`src/rtl/tpat_pkg.sv`:
```
package tpat_pkg;

    localparam int HIST_W = 23;

    typedef enum logic [2:0] {
        PAT_QRSS = 3'd0,
        PAT_P15  = 3'd1,
        PAT_P20  = 3'd2,
        PAT_P23  = 3'd3,
        PAT_ALT  = 3'd4,
        PAT_ONES = 3'd5,
        PAT_USER = 3'd6,
        PAT_RSVD = 3'd7
    } pat_e;

    typedef enum logic {
        ST_SEARCH = 1'b0,
        ST_LOCKED = 1'b1
    } mon_st_e;

    function automatic logic uses_lfsr(pat_e p);
        return (p == PAT_QRSS) || (p == PAT_P15) || (p == PAT_P20) || (p == PAT_P23);
    endfunction

    // feedback bit of the selected polynomial, history bit 0 is the newest
    function automatic logic prbs_fb(pat_e p, logic [HIST_W-1:0] h);
        case (p)
            PAT_P15: return h[14] ^ h[13];
            PAT_P23: return h[22] ^ h[17];
            default: return h[19] ^ h[2];
        endcase
    endfunction

    function automatic logic lfsr_dead(pat_e p, logic [HIST_W-1:0] h);
        case (p)
            PAT_P15: return h[14:0] == 15'd0;
            PAT_P23: return h == '0;
            default: return h[19:0] == 20'd0;
        endcase
    endfunction

endpackage

```
`src/rtl/tpat_gen.sv`:
```
module tpat_gen
    import tpat_pkg::*;
#(
    parameter int QZ_MAX = 14
) (
    input  logic        clk,
    input  logic        rst_n,
    input  logic        bit_en,
    input  pat_e        pat,
    input  logic [15:0] user_word,
    input  logic        inj_err,
    output logic        tx_bit
);
    localparam int ZW = $clog2(QZ_MAX + 2);

    logic [HIST_W-1:0] hist, hist_eff;
    logic [ZW-1:0]     zrun;
    logic [3:0]        phase;
    logic              pend, lbit, raw;

    always_comb begin
        hist_eff = (uses_lfsr(pat) && lfsr_dead(pat, hist)) ? '1 : hist;
        case (pat)
            PAT_QRSS, PAT_P15, PAT_P20, PAT_P23: lbit = prbs_fb(pat, hist_eff);
            PAT_ALT:  lbit = ~hist_eff[0];
            PAT_USER: lbit = user_word[4'd15 - phase];
            default:  lbit = 1'b1;
        endcase
        raw = ((pat == PAT_QRSS) && (zrun >= ZW'(QZ_MAX))) ? 1'b1 : lbit;
    end

    always_ff @(posedge clk) begin
        if (!rst_n) begin
            hist   <= '1;
            zrun   <= '0;
            phase  <= '0;
            pend   <= 1'b0;
            tx_bit <= 1'b0;
        end else if (bit_en) begin
            hist   <= {hist_eff[HIST_W-2:0], lbit};
            zrun   <= raw ? '0 : ((zrun == '1) ? zrun : zrun + 1'b1);
            phase  <= phase + 1'b1;
            tx_bit <= raw ^ (pend | inj_err);
            pend   <= 1'b0;
        end else if (inj_err) begin
            pend <= 1'b1;
        end
    end

endmodule

```
`src/rtl/tpat_mon.sv`:
```
module tpat_mon
    import tpat_pkg::*;
#(
    parameter int CNT_W    = 16,
    parameter int SYNC_RUN = 32,
    parameter int WIN      = 64,
    parameter int LOSS_ERR = 6,
    parameter int RUN_LEN  = 32,
    parameter int QZ_MAX   = 14
) (
    input  logic             clk,
    input  logic             rst_n,
    input  logic             bit_en,
    input  pat_e             pat,
    input  logic             rx_bit,
    input  logic             irq_en,
    input  logic             cnt_rd,
    output logic [CNT_W-1:0] err_count,
    output logic             in_sync,
    output logic             ais_det,
    output logic             idle_det,
    output logic             irq
);
    localparam int RUN_W = $clog2(SYNC_RUN + 1);
    localparam int WIN_W = $clog2(WIN);
    localparam int LE_W  = $clog2(LOSS_ERR + 1);
    localparam int AR_W  = $clog2(RUN_LEN + 1);
    localparam int ZW    = $clog2(QZ_MAX + 2);

    mon_st_e           state, state_nx;
    logic [HIST_W-1:0] hist;
    logic [ZW-1:0]     zrun;
    logic [RUN_W-1:0]  good_run;
    logic [WIN_W-1:0]  win_pos;
    logic [LE_W-1:0]   win_err;
    logic [AR_W-1:0]   one_run, zero_run;
    logic [CNT_W-1:0]  cnt;
    logic              irq_flag;
    logic              exp_l, exp_b, mism, hit_err, lose, z_in;

    // prediction of the next received bit
    always_comb begin
        case (pat)
            PAT_QRSS, PAT_P15, PAT_P20, PAT_P23: exp_l = prbs_fb(pat, hist);
            PAT_ALT:  exp_l = ~hist[0];
            PAT_USER: exp_l = hist[15];
            default:  exp_l = 1'b1;
        endcase
        exp_b   = ((pat == PAT_QRSS) && (zrun >= ZW'(QZ_MAX))) ? 1'b1 : exp_l;
        mism    = rx_bit ^ exp_b;
        hit_err = bit_en && (state == ST_LOCKED) && mism;
        lose    = hit_err && ((int'(win_err) + 1) >= LOSS_ERR);
        z_in    = (state == ST_LOCKED) ? exp_b : rx_bit;
    end

    // next-state logic
    always_comb begin
        state_nx = state;
        unique case (state)
            ST_SEARCH: if (bit_en && !mism && (int'(good_run) == SYNC_RUN - 1)) state_nx = ST_LOCKED;
            ST_LOCKED: if (lose) state_nx = ST_SEARCH;
        endcase
    end

    // state register
    always_ff @(posedge clk) begin
        if (!rst_n) state <= ST_SEARCH;
        else        state <= state_nx;
    end

    // datapath registers
    always_ff @(posedge clk) begin
        if (!rst_n) begin
            hist     <= '0;
            zrun     <= '0;
            good_run <= '0;
            win_pos  <= '0;
            win_err  <= '0;
            one_run  <= '0;
            zero_run <= '0;
        end else if (bit_en) begin
            hist <= {hist[HIST_W-2:0], (state == ST_LOCKED) ? exp_l : rx_bit};
            zrun <= z_in ? '0 : ((zrun == '1) ? zrun : zrun + 1'b1);
            if ((state == ST_LOCKED) || mism || (state_nx == ST_LOCKED))
                good_run <= '0;
            else
                good_run <= good_run + 1'b1;
            if ((state == ST_LOCKED) && (state_nx == ST_LOCKED)) begin
                if (int'(win_pos) == WIN - 1) begin
                    win_pos <= '0;
                    win_err <= '0;
                end else begin
                    win_pos <= win_pos + 1'b1;
                    win_err <= win_err + LE_W'(mism);
                end
            end else begin
                win_pos <= '0;
                win_err <= '0;
            end
            one_run  <= !rx_bit ? '0 : ((one_run  == AR_W'(RUN_LEN)) ? one_run  : one_run  + 1'b1);
            zero_run <=  rx_bit ? '0 : ((zero_run == AR_W'(RUN_LEN)) ? zero_run : zero_run + 1'b1);
        end
    end

    // error counter and interrupt flag
    always_ff @(posedge clk) begin
        if (!rst_n) begin
            cnt      <= '0;
            irq_flag <= 1'b0;
        end else begin
            if (cnt_rd)
                cnt <= hit_err ? CNT_W'(1) : '0;
            else if (hit_err && (cnt != '1))
                cnt <= cnt + 1'b1;
            if ((state == ST_LOCKED) && (state_nx == ST_SEARCH))
                irq_flag <= 1'b1;
            else if (cnt_rd)
                irq_flag <= 1'b0;
        end
    end

    // outputs
    always_comb begin
        in_sync   = (state == ST_LOCKED);
        ais_det   = (one_run == AR_W'(RUN_LEN));
        idle_det  = (zero_run == AR_W'(RUN_LEN));
        irq       = irq_flag & irq_en;
        err_count = cnt;
    end

endmodule

```
`src/rtl/tpat_engine.sv`:
```
module tpat_engine
    import tpat_pkg::*;
#(
    parameter int CNT_W    = 16,
    parameter int SYNC_RUN = 32,
    parameter int WIN      = 64,
    parameter int LOSS_ERR = 6,
    parameter int RUN_LEN  = 32,
    parameter int QZ_MAX   = 14
) (
    input  logic             clk,
    input  logic             rst_n,
    input  logic             bit_en,
    input  logic [2:0]       pat_sel,
    input  logic [15:0]      user_word,
    input  logic             inj_err,
    output logic             tx_bit,
    input  logic             rx_bit,
    input  logic             irq_en,
    input  logic             cnt_rd,
    output logic [CNT_W-1:0] err_count,
    output logic             in_sync,
    output logic             ais_det,
    output logic             idle_det,
    output logic             irq
);
    pat_e pat;
    assign pat = pat_e'(pat_sel);

    tpat_gen #(.QZ_MAX(QZ_MAX)) u_gen (
        .clk       (clk),
        .rst_n     (rst_n),
        .bit_en    (bit_en),
        .pat       (pat),
        .user_word (user_word),
        .inj_err   (inj_err),
        .tx_bit    (tx_bit)
    );

    tpat_mon #(
        .CNT_W    (CNT_W),
        .SYNC_RUN (SYNC_RUN),
        .WIN      (WIN),
        .LOSS_ERR (LOSS_ERR),
        .RUN_LEN  (RUN_LEN),
        .QZ_MAX   (QZ_MAX)
    ) u_mon (
        .clk       (clk),
        .rst_n     (rst_n),
        .bit_en    (bit_en),
        .pat       (pat),
        .rx_bit    (rx_bit),
        .irq_en    (irq_en),
        .cnt_rd    (cnt_rd),
        .err_count (err_count),
        .in_sync   (in_sync),
        .ais_det   (ais_det),
        .idle_det  (idle_det),
        .irq       (irq)
    );

endmodule

```
`config.mk`:
```
export PLATFORM = sky130hd
export DESIGN_NAME = tpat_engine
export DESIGN_NICKNAME = d
export VERILOG_FILES = /design/src/rtl/tpat_pkg.sv /design/src/rtl/tpat_gen.sv /design/src/rtl/tpat_mon.sv /design/src/rtl/tpat_engine.sv
export SDC_FILE = /design/constraint.sdc
export NUM_CORES = 1
export LEC_CHECK = 0
export ABC_CLOCK_PERIOD_IN_PS = 2450
export BUFFER_PORTS_ARGS = -buffer_cell sky130_fd_sc_hd__buf_2
export CAP_MARGIN = 20
export CORE_ASPECT_RATIO = 0.9
export CORE_MARGIN = 2
export CORE_UTILIZATION = 50
export DETAILED_ROUTE_END_ITERATION = 10
export HOLD_SLACK_MARGIN = 0.05
export PLACE_DENSITY = 0.72
export SLEW_MARGIN = 10
export SYNTH_ARGS = -nofsm -noshare
export SYNTH_HDL_FRONTEND = slang
export SYNTH_SLANG_ARGS = --single-unit
```
`constraint.sdc`:
```
create_clock -name clk -period 2.45 [get_ports clk]
set_clock_uncertainty 0.2 [all_clocks]
set_input_delay 0.245 -clock clk [delete_from_list [all_inputs] [get_ports clk]]
set_output_delay 0.245 -clock clk [all_outputs]
set_load 0.1 [all_outputs]
```
# Word level (Yosys, flattened, before mapping)
# Index checks and enable logic that the tools add are counted.
# Widths: inputs -> output; s select.
[word_totals] out_inout_bits=21 elab_cells=123 reg_bits=105
[op_classes] n_reduce_logical=29 add_sub_neg=11 bitwise_logic=15 n_mux=33 n_eq_ne=16 order_cmp=4
[ops] op="$mux 6" n=7
[ops] op="$ge 32x4->1 const B" n=1
[ops] op="$mux 16" n=2
[ops] op="$add 6x1->6 const B" n=4
[ops] op="$logic_not 23->1" n=1
[ops] op="$mux 23" n=1
[ops] op="$logic_not 20->1" n=1
[ops] op="$eq 6x6->1 const B" n=3
[ops] op="$add 16x1->16 const B" n=1
[ops] op="$mux 4" n=4
[ops] op="$ne 16x16->1 const B" n=1
[ops] op="$logic_not 15->1" n=1
[ops] op="$add 4x1->4 const B" n=3
[ops] op="$logic_and 1x1->1" n=11
[ops] op="$mux 1" n=10
[ops] op="$eq 4x4->1 const B" n=2
[ops] op="$ge 4x4->1 const B" n=2
[ops] op="$pmux 1 s2" n=4
[ops] op="$reduce_and 2->1" n=4
[ops] op="$xor 1x1->1" n=8
[ops] op="$eq 3x2->1 const B" n=2
[ops] op="$eq 3x3->1 const B" n=2
[ops] op="$eq 6x1->1 const B" n=1
[ops] op="$mux 3" n=2
[ops] op="18 further kinds" n=30

# Longest topological paths before layout
# Gate-level depths: netlist of run 1.
[logic_depth] ltp_word=13 ltp_mapped=12

# Cells and area by module
# A second synthesis of run 1 with hierarchy kept.
[hier_totals] cells_unflattened=550 hier_area_um2=5096.1
[by_module_without_submodules] mod="tpat_mon" instances=1 cells_per_inst=404 area_per_inst_um2=3598.5
[by_module_without_submodules] mod="tpat_gen" instances=1 cells_per_inst=146 area_per_inst_um2=1497.7

# Worst setup path before layout of run 1
# No wires, ideal clock.
[synth_path] path_kind="register to register" startpoint="reg u_mon.zero_run[0]" endpoint="reg u_mon.zero_run[1]" path_slack_ns=-2.081 stages_incl_launch_ff=8 required_time_ns=2.122 t_arrival_ns=4.204 n_path_buf=0 cell_sequence="dfxtp_1 inv_1 ha_1 nand2_1 nor4_1 nor2_1 a22oi_1 nor2_1"
[synth_via] elab_chain_cells=3 elab_cells_between_ends=6 classes_between="1 x add/sub; 2 x eq/ne; 2 x mux; 1 x reduce/logical"
[synth_lines] element="from (decl)" line_no="tpat_mon.sv:36" source="logic [AR_W-1:0] one_run, zero_run;"
[synth_lines] element="from (signal assigned)" line_no="tpat_mon.sv:101" source="zero_run <= rx_bit ? '0 : ((zero_run == AR_W'(RUN_LEN)) ? zero_run : zero_run + 1'b1);"
[synth_lines] element="$eq 6x6->1"
[synth_lines] element="net idle_det" line_no="tpat_engine.sv:24" source="output logic idle_det,"
[synth_lines] element="$ne 2x2->1 (no source line)"
[synth_lines] element="$reduce_and 2->1 (no source line)"
# The timed path passes the listed nets, and every way through them passes these cells. The select of a mux whose other input is x is not followed.
# A chain may end at the register's enable or synchronous reset.

# Worst setup path after layout of run 1
[layout_path] startpoint="reg u_mon.zrun[0]" endpoint="reg u_mon.win_err[2]"
[layout_via] elab_chain_cells=11 elab_cells_between_ends=16 classes_between="1 x add/sub; 1 x order compare; 6 x mux; 1 x bitwise; 7 x reduce/logical"
[layout_lines] element="from (decl)" line_no="tpat_mon.sv:32" source="logic [ZW-1:0] zrun;"
[layout_lines] element="from (signal assigned)" line_no="tpat_mon.sv:83" source="zrun <= z_in ? '0 : ((zrun == '1) ? zrun : zrun + 1'b1);"
[layout_lines] element="$ge 4x4->1 (*)" line_no="tpat_mon.sv:49" source="exp_b = ((pat == PAT_QRSS) && (zrun >= ZW'(QZ_MAX))) ? 1'b1 : exp_l;"
[layout_lines] element="$logic_and 1x1->1 (*)" line_no="tpat_mon.sv:49"
[layout_lines] element="$mux 1 (*)" line_no="tpat_mon.sv:49"
[layout_lines] element="$xor 1x1->1 (*)" line_no="tpat_mon.sv:50" source="mism = rx_bit ^ exp_b;"
[layout_lines] element="$logic_not 1->1" line_no="tpat_mon.sv:60" source="ST_SEARCH: if (bit_en && !mism && (int'(good_run) == SYNC_RUN - 1)) state_nx = ST_LOCKED;"
[layout_lines] element="$logic_and 1x1->1 (2 in series)" line_no="tpat_mon.sv:60"
[layout_lines] element="$mux 1" line_no="tpat_mon.sv:60"
[layout_lines] element="$pmux 1 s2" line_no="tpat_mon.sv:59" source="unique case (state)"
[layout_lines] element="$logic_and 1x1->1" line_no="tpat_mon.sv:88" source="if ((state == ST_LOCKED) && (state_nx == ST_LOCKED)) begin"
[layout_lines] element="$mux 3 (*)" line_no="tpat_mon.sv:88"
[layout_lines] element="to (signal assigned)" line_no="tpat_mon.sv:94" source="win_err <= win_err + LE_W'(mism);"
[layout_lines] element="to (decl)" line_no="tpat_mon.sv:35" source="logic [LE_W-1:0] win_err;"
# Every way passes the cells marked *; elsewhere a longest branch is shown, timed or not.

==> results of run 1 <==
[placed cells by master (no fill, tap or decap), types with 4 or more instances in the layout]
cell / synthesis / routed
a22o_1: 6 / 6
a21oi_1: 21 / 21
nor3_1: 19 / 19
nor4_1: 10 / 7
o21a_1: 6 / 6
nand4_1: 11 / 11
nand2_1: 55 / 55
buf_2: 4 / 46
buf_4: 0 / 17
clkbuf_8: 0 / 9
mux2i_1: 34 / 34
a211oi_1: 4 / 4
nor2_1: 65 / 64
nand3_1: 17 / 17
o211ai_1: 5 / 5
o21ai_0: 17 / 16
ha_1: 14 / 14
xor2_1: 9 / 9
xnor2_1: 9 / 9
inv_1: 15 / 15
dfxtp_2: 0 / 9
dfxtp_1: 105 / 96
o22a_1: 23 / 23
o31ai_1: 5 / 5
and2_1: 5 / 5
or3_1: 5 / 5
or2_2: 4 / 4
and3_1: 5 / 5
nor3b_1: 5 / 5
or4_1: 6 / 6
[cell type report]
class,instances,area (µm²),share of cell area [%]
timing repair buffer,66,398,7.14
multi-input combinational,405,2670,47.9
sequential,105,2110,37.9
clock buffer,10,128,2.29
tap,126,158,2.83
inverter,17,63.8,1.15
clock inverter,6,42.5,0.763
[through the flow]
| stage | area, µm² | hold slack [ps] | setup WS, ps | util (%) |
|---|---|---|---|---|
| 5_1_grt | 5570 | 91.7 | 15.1 | 58.2 |
| 3_5_place_dp | 5350 | 276 | -5.26 | 55.9 |
| 4_1_cts | 5550 | 64.9 | 49.6 | 57.9 |
| 2_1_floorplan | 4930 | 170 | 9.04 | - |
| 6_report | 5570 | 96.9 | 151 | 58.2 |
| 3_3_place_gp | 5350 | 247 | 71.4 | 55.9 |
[cell families after synthesis]
family	Yosys count
simple gates	221
compound gates	117
flops	105
buf+inv	42
mux	35
xor+xnor	18
fa+ha+maj	14
[flip-flops by register name, indices dropped and copies added, names as in the netlist, 3 cells and up]
| name | flops |
|---|---|
| u_mon.hist | 23 |
| u_mon.win_pos | 6 |
| u_mon.good_run | 6 |
| u_mon.zero_run | 6 |
| u_gen.zrun | 4 |
| u_mon.win_err | 3 |
| u_gen.phase | 4 |
| u_mon.err_count | 16 |
| u_mon.one_run | 6 |
| u_gen.hist | 23 |
| u_mon.zrun | 4 |
[per-layer routing]
layer  share of wire (%)  GRT usage, %
met1                  48          26.1
met2                  48          32.9
met3                 3.9          4.67
met4                0.79          5.62
met5                   0             0
[timing repair]
action | in CTS | in global routing
hold buffers | 2 | 0
endpoints found under the hold margin | 3 | 0
gates resized for setup | 1 | 7
setup endpoints to repair | 1 | 14
[tightest hold or removal path: stages]
cell,delay (ps)
buf_2,170
nand2_1,110
a31oi_1,100
[how the worst max path moves through the flow]
stage                                          start                         endpoint  slack (ps)  cells after the start
finish                    u_mon.zrun[0]$_SDFFE_PN0P_    u_mon.win_err[2]$_SDFFE_PN0P_         150                     12
CTS                      u_gen.phase[1]$_SDFFE_PN0P_        u_gen.tx_bit$_SDFFE_PN0P_          50                      6
floorplan           u_mon.err_count[11]$_SDFFE_PN0P_  u_mon.err_count[8]$_SDFFE_PN0P_           9                      5
global placement                          pat_sel[1]  u_mon.err_count[6]$_SDFFE_PN0P_          70                      8
detailed placement       u_gen.phase[1]$_SDFFE_PN0P_       u_gen.zrun[2]$_SDFFE_PN0P_          -5                      6
global route              u_mon.zrun[0]$_SDFFE_PN0P_    u_mon.win_err[2]$_SDFFE_PN0P_          20                     12
[synth_stat cells, drive strengths merged, types with 4 or more instances]
cell | count | area [µm²]
clkbuf | 18 | 67.6
o211ai | 5 | 37.5
mux2i | 34 | 340
nor2 | 65 | 244
or3 | 5 | 31.3
xnor2 | 9 | 78.8
and3 | 5 | 31.3
o31ai | 5 | 37.5
buf | 7 | 46.3
or4 | 6 | 45.0
a22o | 6 | 52.6
inv | 16 | 60.1
nand3 | 17 | 85.1
ha | 14 | 175
o21a | 6 | 45.0
nor3b | 5 | 37.5
a211oi | 4 | 30.0
o21ai | 18 | 93.8
dfxtp | 105 | 2100
nor3 | 19 | 95.1
nand4 | 11 | 68.8
nand2 | 55 | 206
a21oi | 21 | 105
and2 | 5 | 31.3
nor4 | 10 | 62.6
or2 | 5 | 31.3
xor2 | 9 | 78.8
o22a | 23 | 201
[where the power goes]
part           switching (mW)  leakage (nW)  total, mW  internal, mW
Combinational           0.153          1.21      0.255         0.101
Sequential             0.0221         0.854       1.75          1.72
Clock                   0.590        0.0831      0.964         0.374
==> impl_metrics.ini, run 1 <==
[worst_setup_path]
critPathSlowestCell = dfxtp_1
arrival_ps = 2360
required_ps = 2510
cp_top_family = adder cells
startpoint_type = flip-flop
r2r-end = u_mon.win_err[2]$_SDFFE_PN0P_
path_buf_inv = 2
reg2reg_depth = 12
reg2reg_from = u_mon.zrun[0]$_SDFFE_PN0P_
r2r_setup_slack_ps = 150
cp_slowest_stage_delay_ps = 370
crit_path_max_fanout = 3
cp-end-kind = flip-flop
crit_top_cell = ha_1
critical_path_class = reg -> reg
worstPathCellList = inv_1 > ha_1 > nor2_2 > nor4_2 > o211a_1 > nor2_1 > inv_1 > ha_1 > ha_1 > nand2_1 > o21ai_0 > a31o_2

[power_and_ir_drop]
pwr_density_cell_nw_per_um2 = 532
power_mw = 2.97
ir_worst_vdd_mv = 0.311
p_leak_nw = 2.15

[detailed_routing]
vias_per_cell = 5.68
drt_iter0_markers = 187
drc = 0
antenna_left = 0
vias = 4173
avgRoutedWirePerCell_um = 13.6
routed_wl_um = 9990
drt_pass1_iterations = 5

[synth]
synth_xor_area_share_pct = 3.22
postSynthAreaPerCell_um2 = 8.86
synth-seq-cells = 105
synth_cells = 552
synth_compound_area_share_pct = 17.5
synthSimpleGateAreaFrac_pct = 21.9
synth_top_family_by_area = simple AND/OR/NAND/NOR gates
synth.cell_area_um2 = 4890
ys_seq_area_share_pct = 43.0
ys.flop_type = dfxtp_1
yosysWarnings = 0
synth_cell_type_count = 64
synth_fa_ha_area_share_pct = 3.58
synth_fp_nets = 592
synth_edf_count = 0
ys_async_sr_fraction_pct = 0
synthMuxAreaShare_pct = 7.19

[place]
place_congestion = 0.818
dp.cells = 717
dp_hpwl_um = 7100
port_buffers = 46

[layout]
drive_gt1_share_pct = 17.1
instances_no_fill = 735
syn_to_final_growth_pct = 14.0
nNetsFinal = 644
fillers = 881
n_antenna_cell = 0

[timing]
setup_viol_count_final = 0
fmax_mhz = 435
relSlewSlack_pct = 50.9
tns_ps = 0
timing.final.crit_share_pct = 93.8
rsz0062_at_grt = false
hold_viol_final = 0
worstMarginPinSlew_ps = 735
post-route-min-period_ps = 2300
slew_violations = 0

[run_status]
status = finished, final reports clean

[cts]
insertion_delay_ps = 370
cts_sinks = 105
clock_path_buffers = 2
cts.clk_slew.worst_paths_ps = 90
h-tree-depth = 3
post_cts_buffers = 0
cts_tree = done
cts_root_buf = clkbuf_8
numCtsBuffers = 9

[run]
cap_violations = 0

[grt]
grt_pass1_vias = 3958
antenna_found_initial = 0
grt_pass1_wl_um = 17500
globalRouteOverflowTotal = 0
grt_max_degree = 45
grt.total_usage_pct = 19.9

[floorplan]
die_y_um = 97.8
fp.coreArea_um2 = 9570
die_area_um2 = 10600
rows = 34
io_pins = 47
die_w_um = 108
start_util_pct = 51.1

[min_path]
hold_class = in -> reg
whs_endpoint = u_mon.hist[0]$_SDFFE_PN0P_
holdCritStartpoint = rx_bit
hold_depth = 3
Power figures use the tool's default switching activity.
==> run 2: changes to the inputs <==
Settings changed: CTS_BUF_LIST from default to sky130_fd_sc_hd__clkbuf_8.
==> run 2 against run 1 <==
Core utilization unchanged. Global-route usage unchanged. Via count up 0.41%. Sequential share of layout area unchanged. Critical path depth unchanged. Non-clock buffer count unchanged. Combinational power about the same. Hold slack about the same. Total power down 0.15%. Largest cell class unchanged. Highest routed layer unchanged.
==> impl_metrics.ini, run 2 (synthesis results as in run 1) <==
[run_status]
status = finished, final reports clean

[detailed_routing]
drt_iter0_markers = 187
drt_pass1_iterations = 4
drc = 0
routed_wl_um = 9970
vias_per_cell = 5.70
vias = 4190
avgRoutedWirePerCell_um = 13.6
antenna_left = 0

[power_and_ir_drop]
power_mw = 2.96
intPower_mw = 2.20
comb_power_share_pct = 8.6
p_leak_nw = 2.15
switching_share_pct = 25.9
ir_worst_vdd_mv = 0.311
pwr_density_cell_nw_per_um2 = 531
p_sw_mw = 0.766
pwr-share-seq_pct = 59.0
power.share.clock_pct = 32.4

[worst_setup_path]
cp-end-kind = flip-flop
crit_path_max_fanout = 3
cp_top_family = adder cells
crit_top_cell = ha_1
reg2reg_from = u_mon.zrun[0]$_SDFFE_PN0P_
startpoint_type = flip-flop
cp_slowest_stage_delay_ps = 370
required_ps = 2510
r2r_setup_slack_ps = 160
worstPathCellList = inv_1 > ha_1 > nor2_2 > nor4_2 > o211a_1 > nor2_1 > inv_1 > ha_1 > ha_1 > nand2_1 > o21ai_0 > a31o_2
path_buf_inv = 2
critical_path_class = reg -> reg
reg2reg_depth = 12
arrival_ps = 2350
critPathSlowestCell = dfxtp_1
r2r-end = u_mon.win_err[2]$_SDFFE_PN0P_

[grt]
globalRouteOverflowTotal = 0
grt.total_usage_pct = 19.9
grt_pass1_vias = 3958
grt_pass1_wl_um = 17500
antenna_found_initial = 0
grt_max_degree = 45

[cts]
insertion_delay_ps = 370
cts_root_buf = clkbuf_8
cts_tree = done
h-tree-depth = 3
cts.clk_slew.worst_paths_ps = 100
cts_sinks = 105
clock_path_buffers = 2
numCtsBuffers = 9

[timing]
slew_violations = 0
worstMarginPinSlew_ps = 740
hold_ws_ps = 97.1
timing.final.crit_share_pct = 93.5
post-route-min-period_ps = 2290
rsz0062_at_grt = false
fmax_mhz = 436
hold_viol_final = 0
setup_viol_count_final = 0
relSlewSlack_pct = 50.6

[layout]
final_common_cell = dfxtp_1
syn_to_final_growth_pct = 14.0
nNetsFinal = 644
n_antenna_cell = 0
final_util_pct = 58.2
layout_common_cells = dfxtp_1 (96), nor2_1 (64), nand2_1 (55)
drive_gt1_share_pct = 17.1

[floorplan]
io_pins = 47
die_w_um = 108
fp.coreArea_um2 = 9570
die_area_um2 = 10600
die_y_um = 97.8
start_util_pct = 51.1
rows = 34

[run]
cap_violations = 0

[min_path]
hold_depth = 3
whs_endpoint = u_mon.hist[0]$_SDFFE_PN0P_
holdCritStartpoint = rx_bit
hold_class = in -> reg

[place]
place_congestion = 0.818
port_buffers = 46
dp_hpwl_um = 7100
==> run 2: changes by cell type in the layout (fill, tap and decap cells not counted), sizes merged <==
cell,before,now
inv,18,19
clkbuf,10,9
==> run 2: final cells by class <==
cell class | instances | area [µm²]
inverter | 17 | 63.8
clock buffer | 9 | 124
multi-input combinational | 405 | 2670
clock inverter | 7 | 46.3
tap | 126 | 158
timing repair buffer | 66 | 398
fill | 881 | 4000
sequential | 105 | 2110
==> run 2: power by group through the flow <==
| stage | logic [mW] | registers (mW) | clock network (mW) |
|---|---|---|---|
| after CTS | 0.253 | 1.75 | 0.997 |
| after global routing | 0.284 | 1.75 | 1.07 |
| after floorplan | 0.165 | 1.79 | 0 |
| after detailed placement | 0.248 | 1.79 | 0 |
| final | 0.255 | 1.75 | 0.960 |
| after global placement | 0.240 | 1.78 | 0 |
==> run 2: repair_timing <==
item | 4_1_cts | 5_1_grt
hold buffers | 2 | 0
endpoints found under the hold margin | 3 | 0
buffers inserted | 0 | 0
setup endpoints to repair | 1 | 14
gates resized for setup | 1 | 7
==> run 2: how the worst max path moves through the flow <==
| stage | start | to | slack [ps] | cells after the start |
|---|---|---|---|---|
| final | u_mon.zrun[0]$_SDFFE_PN0P_ | u_mon.win_err[2]$_SDFFE_PN0P_ | 160 | 12 |
| after floorplan | u_mon.err_count[11]$_SDFFE_PN0P_ | u_mon.err_count[8]$_SDFFE_PN0P_ | 9 | 5 |
| after global placement | pat_sel[1] | u_mon.err_count[6]$_SDFFE_PN0P_ | 70 | 8 |
| after CTS | u_gen.phase[1]$_SDFFE_PN0P_ | u_gen.tx_bit$_SDFFE_PN0P_ | 50 | 6 |
| after global routing | u_mon.zrun[0]$_SDFFE_PN0P_ | u_mon.win_err[2]$_SDFFE_PN0P_ | 20 | 12 |
| after detailed placement | u_gen.phase[1]$_SDFFE_PN0P_ | u_gen.zrun[2]$_SDFFE_PN0P_ | -5 | 6 |
==> run 2: through the flow <==
stage	cells	setup TNS, ps	instance area (µm²)	worst slack [ps]
floorplan	552	0	4930	9.04
global placement	717	0	5350	71.4
detailed placement	717	-5.26	5350	-5.26
CTS	735	0	5550	51.4
global route	735	0	5570	15.1
finish	735	0	5570	158
==> run 2: tightest hold or removal path: stages <==
cell and delay (ps):
buf_2 170, nand2_1 110, a31oi_1 100
==> run 2: layer usage <==
metal	up-vias	routed length [µm]	share of wire (%)	global-route usage (%)
met3	7	414	4.2	4.67
li1	2118	-	-	-
met4	0	80	0.80	5.62
met5	-	0	0	0
met1	1991	4720	47	26.1
met2	74	4750	48	32.9
